## config.mk

```make
export PLATFORM = sky130hd
export DESIGN_NAME = link_rst_ctrl
export DESIGN_NICKNAME = d
export VERILOG_FILES = /design/src/rtl/lrc_pkg.sv /design/src/rtl/lrc_rx_confirm.sv /design/src/rtl/lrc_ack_seq.sv /design/src/rtl/lrc_sticky.sv /design/src/rtl/link_rst_ctrl.sv
export SDC_FILE = /design/constraint.sdc
export NUM_CORES = 1
export LEC_CHECK = 0
export BUFFER_PORTS_ARGS = -buffer_cell sky130_fd_sc_hd__buf_2
export CORE_UTILIZATION = 28
export CTS_CLUSTER_SIZE = 30
export DETAILED_ROUTE_END_ITERATION = 10
export GPL_TIMING_DRIVEN = 0
export PLACE_DENSITY_LB_ADDON = 0.15
export SYNTH_ARGS = -nofsm -noshare
export SYNTH_HDL_FRONTEND = slang
export SYNTH_SLANG_ARGS = --single-unit
```

## constraint.sdc

```tcl
create_clock -name clk -period 4.5 [get_ports clk]
set_input_delay 0.9 -clock clk [delete_from_list [all_inputs] [get_ports clk]]
set_output_delay 0.9 -clock clk [all_outputs]
set_load 0.005 [all_outputs]
```

## src/rtl/lrc_pkg.sv

```systemverilog
package lrc_pkg;

  typedef struct packed {
    logic gen_en;
    logic gen_force;
    logic hw_en;
    logic out_en;
  } lrc_cfg_t;

  typedef enum logic [1:0] {
    ACK_IDLE = 2'd0,
    ACK_RUN  = 2'd1,
    ACK_DONE = 2'd2
  } ack_state_t;

  function automatic int unsigned cnt_width(input int unsigned n);
    return (n > 1) ? $clog2(n) : 1;
  endfunction

endpackage

```

## src/rtl/lrc_rx_confirm.sv

```systemverilog
module lrc_rx_confirm #(
  parameter int unsigned RUN_LEN = 4
) (
  input  logic clk,
  input  logic rst,
  input  logic hf_strobe,
  input  logic rx_bit,
  output logic confirmed
);
  import lrc_pkg::*;

  localparam int unsigned CW = cnt_width(RUN_LEN);
  localparam logic [CW-1:0] LAST = CW'(RUN_LEN - 1);

  logic [CW-1:0] run_cnt;
  logic          det_q;

  always_ff @(posedge clk) begin
    if (rst) begin
      run_cnt <= '0;
      det_q   <= 1'b0;
    end else if (hf_strobe) begin
      if (rx_bit) begin
        if (run_cnt == LAST) det_q <= 1'b1;
        else                 run_cnt <= run_cnt + 1'b1;
      end else begin
        run_cnt <= '0;
        det_q   <= 1'b0;
      end
    end
  end

  assign confirmed = det_q;

  assert_detect_needs_bit_R1: assert property (@(posedge clk) disable iff (rst)
    $rose(confirmed) |-> $past(hf_strobe && rx_bit));

  assert_miss_clears_R2: assert property (@(posedge clk) disable iff (rst)
    (hf_strobe && !rx_bit) |=> !confirmed);

endmodule

```

## src/rtl/lrc_ack_seq.sv

```systemverilog
module lrc_ack_seq #(
  parameter int unsigned ACK_LEN = 10
) (
  input  logic clk,
  input  logic rst,
  input  logic hf_strobe,
  input  logic enable,
  input  logic request,
  output logic ack_active,
  output logic finished
);
  import lrc_pkg::*;

  localparam int unsigned AW = cnt_width(ACK_LEN);
  localparam logic [AW-1:0] LAST = AW'(ACK_LEN - 1);

  ack_state_t    state;
  logic [AW-1:0] sent_cnt;

  always_ff @(posedge clk) begin
    if (rst) begin
      state    <= ACK_IDLE;
      sent_cnt <= '0;
    end else begin
      unique case (state)
        ACK_IDLE: begin
          sent_cnt <= '0;
          if (enable && request) state <= ACK_RUN;
        end
        ACK_RUN: begin
          if (!enable) begin
            state <= ACK_IDLE;
          end else if (hf_strobe) begin
            if (sent_cnt == LAST) state <= ACK_DONE;
            else                  sent_cnt <= sent_cnt + 1'b1;
          end
        end
        ACK_DONE: begin
          if (!request) state <= ACK_IDLE;
        end
        default: state <= ACK_IDLE;
      endcase
    end
  end

  assign ack_active = (state == ACK_RUN);
  assign finished   = (state == ACK_DONE);

  assert_done_after_run_R5: assert property (@(posedge clk) disable iff (rst)
    $rose(finished) |-> $past(ack_active && hf_strobe));

  assert_run_bounded_R4: assert property (@(posedge clk) disable iff (rst)
    ack_active |-> (sent_cnt <= LAST));

endmodule

```

## src/rtl/lrc_sticky.sv

```systemverilog
module lrc_sticky #(
  parameter int unsigned N = 2
) (
  input  logic         clk,
  input  logic         rst,
  input  logic [N-1:0] set,
  input  logic [N-1:0] clr,
  output logic [N-1:0] q
);

  for (genvar i = 0; i < N; i++) begin : g_bit
    logic hold_q;
    always_ff @(posedge clk) begin
      if (rst)         hold_q <= 1'b0;
      else if (set[i]) hold_q <= 1'b1;
      else if (clr[i]) hold_q <= 1'b0;
    end
    assign q[i] = hold_q;

    assert_hold_sticky_R3: assert property (@(posedge clk) disable iff (rst)
      (q[i] && !clr[i]) |=> q[i]);
  end

endmodule

```

## src/rtl/link_rst_ctrl.sv

```systemverilog
module link_rst_ctrl #(
  parameter int unsigned CONFIRM_LEN = 4,
  parameter int unsigned ACK_LEN     = 10
) (
  input  logic clk,
  input  logic rst,
  input  logic role_master,
  input  logic hf_strobe,
  input  logic rx_rst_bit,
  input  logic hw_rst_in,
  input  logic cfg_gen_en,
  input  logic cfg_gen_force,
  input  logic cfg_hw_en,
  input  logic cfg_out_en,
  input  logic clr_detect_hold,
  input  logic clr_done_hold,
  output logic tx_rst_bit,
  output logic st_detect,
  output logic st_detect_hold,
  output logic st_done,
  output logic st_done_hold,
  output logic app_rst_req
);
  import lrc_pkg::*;

  lrc_cfg_t cfg;
  assign cfg = '{gen_en: cfg_gen_en, gen_force: cfg_gen_force,
                 hw_en: cfg_hw_en, out_en: cfg_out_en};

  logic confirmed;
  logic ack_active;
  logic ack_finished;
  logic ack_seen_q;
  logic tx_q;
  logic app_q;
  logic tx_next;
  logic forced_req;
  logic slave_ack_en;
  logic [1:0] hold_q;

  lrc_rx_confirm #(.RUN_LEN(CONFIRM_LEN)) u_confirm (
    .clk       (clk),
    .rst       (rst),
    .hf_strobe (hf_strobe),
    .rx_bit    (rx_rst_bit),
    .confirmed (confirmed)
  );

  assign slave_ack_en = !role_master && cfg.gen_en && !cfg.hw_en;

  lrc_ack_seq #(.ACK_LEN(ACK_LEN)) u_ack (
    .clk        (clk),
    .rst        (rst),
    .hf_strobe  (hf_strobe),
    .enable     (slave_ack_en),
    .request    (confirmed),
    .ack_active (ack_active),
    .finished   (ack_finished)
  );

  // Master: remember a confirmed acknowledge for as long as the forced request stays armed.
  always_ff @(posedge clk) begin
    if (rst)                                                  ack_seen_q <= 1'b0;
    else if (!role_master || cfg.hw_en || !(cfg.gen_en && cfg.gen_force)) ack_seen_q <= 1'b0;
    else if (confirmed)                                       ack_seen_q <= 1'b1;
  end

  assign forced_req = cfg.gen_en && cfg.gen_force && !ack_seen_q;

  always_comb begin
    if (cfg.hw_en)        tx_next = hw_rst_in;
    else if (role_master) tx_next = forced_req;
    else                  tx_next = ack_active;
  end

  always_ff @(posedge clk) begin
    if (rst) tx_q <= 1'b0;
    else     tx_q <= tx_next;
  end

  always_ff @(posedge clk) begin
    if (rst)                                          app_q <= 1'b0;
    else if (!role_master && cfg.out_en && confirmed) app_q <= 1'b1;
  end

  lrc_sticky #(.N(2)) u_hold (
    .clk (clk),
    .rst (rst),
    .set ({ack_finished, confirmed}),
    .clr ({clr_done_hold, clr_detect_hold}),
    .q   (hold_q)
  );

  assign tx_rst_bit     = tx_q;
  assign st_detect      = confirmed;
  assign st_done        = ack_finished;
  assign st_detect_hold = hold_q[0];
  assign st_done_hold   = hold_q[1];
  assign app_rst_req    = app_q;

  assert_hw_prec_R6: assert property (@(posedge clk) disable iff (rst)
    ($past(cfg.hw_en) && cfg.hw_en) |-> (tx_rst_bit == $past(hw_rst_in)));

  assert_abort_R8: assert property (@(posedge clk) disable iff (rst)
    (role_master && !cfg.gen_en && !cfg.hw_en) |=> !tx_rst_bit);

  assert_app_req_hold_R10: assert property (@(posedge clk) disable iff (rst)
    app_rst_req |=> app_rst_req);

  assert_no_done_in_hw_R6: assert property (@(posedge clk) disable iff (rst)
    (cfg.hw_en && !ack_finished) |=> !st_done);

endmodule

```

* Yosys cells after proc, flatten, opt, wreduce, memory -nomap -nowiden *
Index checks and enable logic that the tools add are counted.

word-level totals
  bits of input ports = 12
  register bits = 14
  output and inout bits = 6
  word-level logic and storage cells = 66

cells by class
  reduce and logical (&&, ||, !) cells = 22
  add/subtract/negate cells = 2
  equal/unequal tests = 13
  mux-type cells = 20

operator list
  kind                 number
  $mux 2               7
  $mux 4               3
  $mux 1               8
  $ne 2x2->1 const B   4
  $pmux 4 s2           1
  $reduce_and 4->1     2
  $logic_and 1x1->1    7
  $ne 2x1->1 const B   3
  $ne 3x3->1 const B   2
  $pmux 2 s3           1
  $reduce_bool 2->1    3
  $add 4x1->4 const B  1
  $eq 2x2->1 const B   2
  $eq 4x4->1 const B   1
  $logic_not 1->1      4
  $reduce_and 2->1     2
  $add 2x1->2 const B  1
  $eq 2x1->1 const B   1
  $logic_not 2->1      1
  $logic_or 1x1->1     2
  $reduce_or 2->1      1

* Logic depth before layout (Yosys ltp) *
  depth in word-level cells = 6
  mapped depth = 5
  mapped depth without buffers = 5

* By module *
Synthesis repeated with hierarchy kept, for this count alone.

unflattened totals
  cells, all modules = 79
  area total of the unflattened synthesis = 738.2 µm²

modules (own cells, without submodules)
  module          seq. area each (µm²)  times used  cells an instance  area an instance (µm²)
  lrc_ack_seq     120.1                 1           39                 352.8
  lrc_rx_confirm  60.1                  1           15                 153.9
  link_rst_ctrl   60.1                  1           15                 146.4
  lrc_sticky      40.0                  1           10                 85.1

* Worst setup path before layout *
OpenSTA, ideal clock, no wires.

  path kind = input-to-reg
  start point = input port role_master
  end point = register u_ack.sent_cnt[2]
  required time = 4.429 ns
  arrival time = 2.015 ns
  library setup time = 0.071 ns
  stages = 3
  path slack = 2.414 ns
  path through = or4b_4 or4_1 a21oi_1

on the way
  word-level cells in the longest chain between the ends = 5

ends and longest elaborated chain
  element                         RTL line             RTL
  start: declaration              link_rst_ctrl.sv:7   input logic role_master,
  $logic_not 1->1                 link_rst_ctrl.sv:49  assign slave_ack_en = !role_master && cfg.gen_en && !cfg.hw_en;
  $logic_and 1x1->1 (2 in a row)  link_rst_ctrl.sv:49
  $ne 2x1->1 (no line)            --
  $reduce_and 4->1 (no line)      --
  end signal: assignment          lrc_ack_seq.sv:35    else sent_cnt <= sent_cnt + 1'b1;
  end: declaration                lrc_ack_seq.sv:18    logic [AW-1:0] sent_cnt;

Every way passes these cells.
A chain may end at the register's enable or synchronous reset.

* Worst setup path after layout *
  start point = register u_ack.state[1]
  end point = output port st_done

on the way
  word-level cells in the longest chain between the ends = 1

ends and longest elaborated chain
  element                   RTL line             RTL
  start: declaration        lrc_ack_seq.sv:17    ack_state_t state;
  start signal: assignment  lrc_ack_seq.sv:22    state <= ACK_IDLE;
  start signal: assignment  lrc_ack_seq.sv:28    if (enable && request) state <= ACK_RUN;
  start signal: assignment  lrc_ack_seq.sv:32    state <= ACK_IDLE;
  $eq 2x2->1                lrc_ack_seq.sv:47    assign finished = (state == ACK_DONE);
  end: declaration          link_rst_ctrl.sv:20  output logic st_done,

Every way passes these cells.

==> impl_metrics.env <==
export IMPL_clkSinkCount=14
export IMPL_synth_area_um2=714
export IMPL_final_max_slew_viol_count=0
export IMPL_drv_cap=0
export IMPL_ys_flop_type="dfxtp_1"
export IMPL_die_w_um=52.5
export IMPL_ant_nets=0
export IMPL_worstHoldPathCells=2
export IMPL_die_area_mm2=0.00276
export IMPL_cts_resized=0
export IMPL_final_setup_tns_ns=0
export IMPL_clockBufferDepth=2
export IMPL_tightest_slew_ns=0.535
export IMPL_r2r_start="u_ack.state[1]"
export IMPL_netlist_instances=83
export IMPL_power_density_mw_per_mm2=268
export IMPL_grt_use_met3_pct=4.35
export IMPL_min_from="u_confirm.run_cnt[1]"
export IMPL_synth_seq_cells=14
export IMPL_dpl_hpwl_um=1200
export IMPL_slew_headroom_pct=64.3
export IMPL_grt_busiest_layer="met2"
export IMPL_vias_per_cell=5.11
export IMPL_synth_edf_count=0
export IMPL_htreeDepth=1
export IMPL_gp_congestion=0.792
export IMPL_drt_wl_total_um=1640
export IMPL_use_met1_pct=18.9
export IMPL_fin_nets=120
export IMPL_drcViolationCount=0
export IMPL_clk_latency_ns=0.28
export IMPL_async_flop_share_pct=0
export IMPL_first_iter_violations=3
export IMPL_rr_worst_depth=3
export IMPL_n_antenna_cell=0
export IMPL_startpoint_type="register"
export IMPL_grt_total_usage_pct=14.2
export IMPL_layout_drive_gt1_share_pct=25.0
export IMPL_max_freq_mhz=436
export IMPL_setup_viol=0
export IMPL_hold_buffers=0
export IMPL_synth_fp_nets=98
export IMPL_die_h_um=52.5
export IMPL_rsz0062_at_grt="false"
export IMPL_cts_tree="done"
export IMPL_hold_path_end="u_confirm.run_cnt[1]"
export IMPL_grtUsageMet2_pct=22.4
export IMPL_start_util_pct=31.1
export IMPL_end_kind="output pin"
export IMPL_fin_crit_sh_pct=51.0
export IMPL_hp_class="register to register"
export IMPL_synth_seq_area_share_pct=39.2
export IMPL_clock_root_buffer="clkbuf_4"
export IMPL_yosys_area_top_type="dfxtp_1"
export IMPL_leakage_nw=0.355
export IMPL_hold_violations=0
export IMPL_criticalPathCategory="register to output pin"
export IMPL_peakVddDrop_mv=0.165
export IMPL_clk_pin_slew_worst_paths_ns=0.09
export IMPL_drt_pass1_iterations=4
export IMPL_yosysMostFrequentCell="dfxtp_1"
export IMPL_skew_ns=0.00843
export IMPL_synthToLayoutAreaGrowth_pct=21.9
export IMPL_final_util_pct=37.9
export IMPL_antenna_found_initial=0
export IMPL_rows=17
export IMPL_core_region_area_mm2=0.00230
export IMPL_cp_arrival_ns=1.40
export IMPL_post_drt_wl_per_cell_um=12.4
export IMPL_synth_top_area_share_pct=39.2
export IMPL_required_ns=3.60
export IMPL_port_buffers=17
export IMPL_grt_pass1_vias=653
export IMPL_post_cts_buffers=0
export IMPL_synth_area_top_cells="dfxtp_1 39%, a21oi_1 6.3%, ha_1 5.3%, nand2_1 4.7%, a21bo_2 2.8%"
export IMPL_synth_commonest_cells="14 x dfxtp_1, 9 x a21oi_1, 9 x nand2_1, 5 x nor2_1"
export IMPL_status="complete, no violations"
export IMPL_grt_overflow_total=0
export IMPL_via_count=675
export IMPL_avgSynthCellArea_um2=8.61
export IMPL_min_period_ns=2.30
export IMPL_num_fill_cells=245
export IMPL_cp_max_fo=10
export IMPL_io_pins=18
export IMPL_r2r_slack_ns=2.94
export IMPL_synth_cell_types=30
export IMPL_grt_pass1_wl_um=2860
export IMPL_timing_rr_end="u_ack.sent_cnt[2]"
export IMPL_synth_warnings=0
export IMPL_cts_buffers=3
export IMPL_grt_max_degree=11
layout by cell type, fill, tap and decap left out, types with 2 or more instances in the layout:
| master | n |
|---|---|
| a31oi_1 | 3 |
| nor4b_1 | 2 |
| buf_2 | 17 |
| nor3_1 | 2 |
| clkbuf_1 | 3 |
| nand4b_1 | 2 |
| clkbuf_4 | 3 |
| ha_1 | 3 |
| a21bo_2 | 2 |
| o211ai_1 | 2 |
| nand3_1 | 4 |
| nor3b_1 | 2 |
| nor2b_1 | 3 |
| a21oi_1 | 9 |
| dfxtp_1 | 14 |
| inv_1 | 4 |
| nand2_1 | 9 |
| nor2_1 | 5 |
kinds of logic (layout without fill, tap and decap cells):
family,after synthesis,after routing,share of synthesized area [%]
AND/OR/NAND/NOR,40,40,34.9
AO/OA/AOI/OAI,19,19,17.0
flip-flops,14,14,39.2
buffers and inverters,7,28,3.68
adder cells (fa/ha/maj),3,3,5.25
per-stage QoR:
stage,instance area (µm²),power (mW),hold slack [ns],cells,worst slack (ns)
6_report,871,0.233,0.479,132,2.20
2_1_floorplan,714,0.136,0.436,83,2.41
5_1_grt,871,0.244,0.523,132,2.07
3_3_place_gp,835,0.146,0.447,128,2.24
4_1_cts,871,0.236,0.483,132,2.20
3_5_place_dp,835,0.146,0.467,128,2.22
per-layer routing:
metal	wire [µm]	share of wire [%]
met1	812	49
met2	735	45
met3	80	4.9
met4	12	0.73
met5	0	0
sequential cells by signal, indices dropped and copies added (netlist names):
signal and flops:
ack_seen_q 1, app_rst_req 1, u_ack.state 2, u_ack.sent_cnt 4, u_confirm.confirmed 1, u_hold.g_bit.hold_q 2
u_confirm.run_cnt 2, tx_rst_bit 1
area by class of cell:
| type | instances | area [µm²] | area share (%) |
|---|---|---|---|
| timing repair buffer | 17 | 85.1 | 9.77 |
| inverter | 4 | 15.0 | 1.72 |
| tap | 28 | 35.0 | 4.02 |
| multi-input combinational | 62 | 408 | 46.8 |
| buffer | 3 | 11.3 | 1.29 |
| sequential | 14 | 280 | 32.2 |
| clock buffer | 4 | 36.3 | 4.17 |
critical path, stage by stage (launching register included):
cell,delay [ns]
dfxtp_1,0.34
clkbuf_1,0.35
nor2b_1,0.28
buf_2,0.15
where the power goes:
part | internal [mW] | switching (mW)
combinational | 0.00808 | 0.00915
clock | 0.0492 | 0.0414
sequential | 0.125 | 0.000596
total | 0.182 | 0.0511
worst max-delay path by stage:
| stage | startpoint | to | slack, ns | cells after the start |
|---|---|---|---|---|
| global route | u_ack.state[1] | st_done | 2.07 | 3 |
| detailed placement | role_master | u_ack.sent_cnt[2] | 2.22 | 4 |
| global placement | role_master | u_ack.sent_cnt[2] | 2.24 | 4 |
| finish | u_ack.state[1] | st_done | 2.20 | 3 |
| CTS | u_ack.state[1] | st_done | 2.20 | 3 |
| floorplan | role_master | u_ack.sent_cnt[2] | 2.41 | 3 |
No activity file was read; power rests on OpenSTA's default activity.
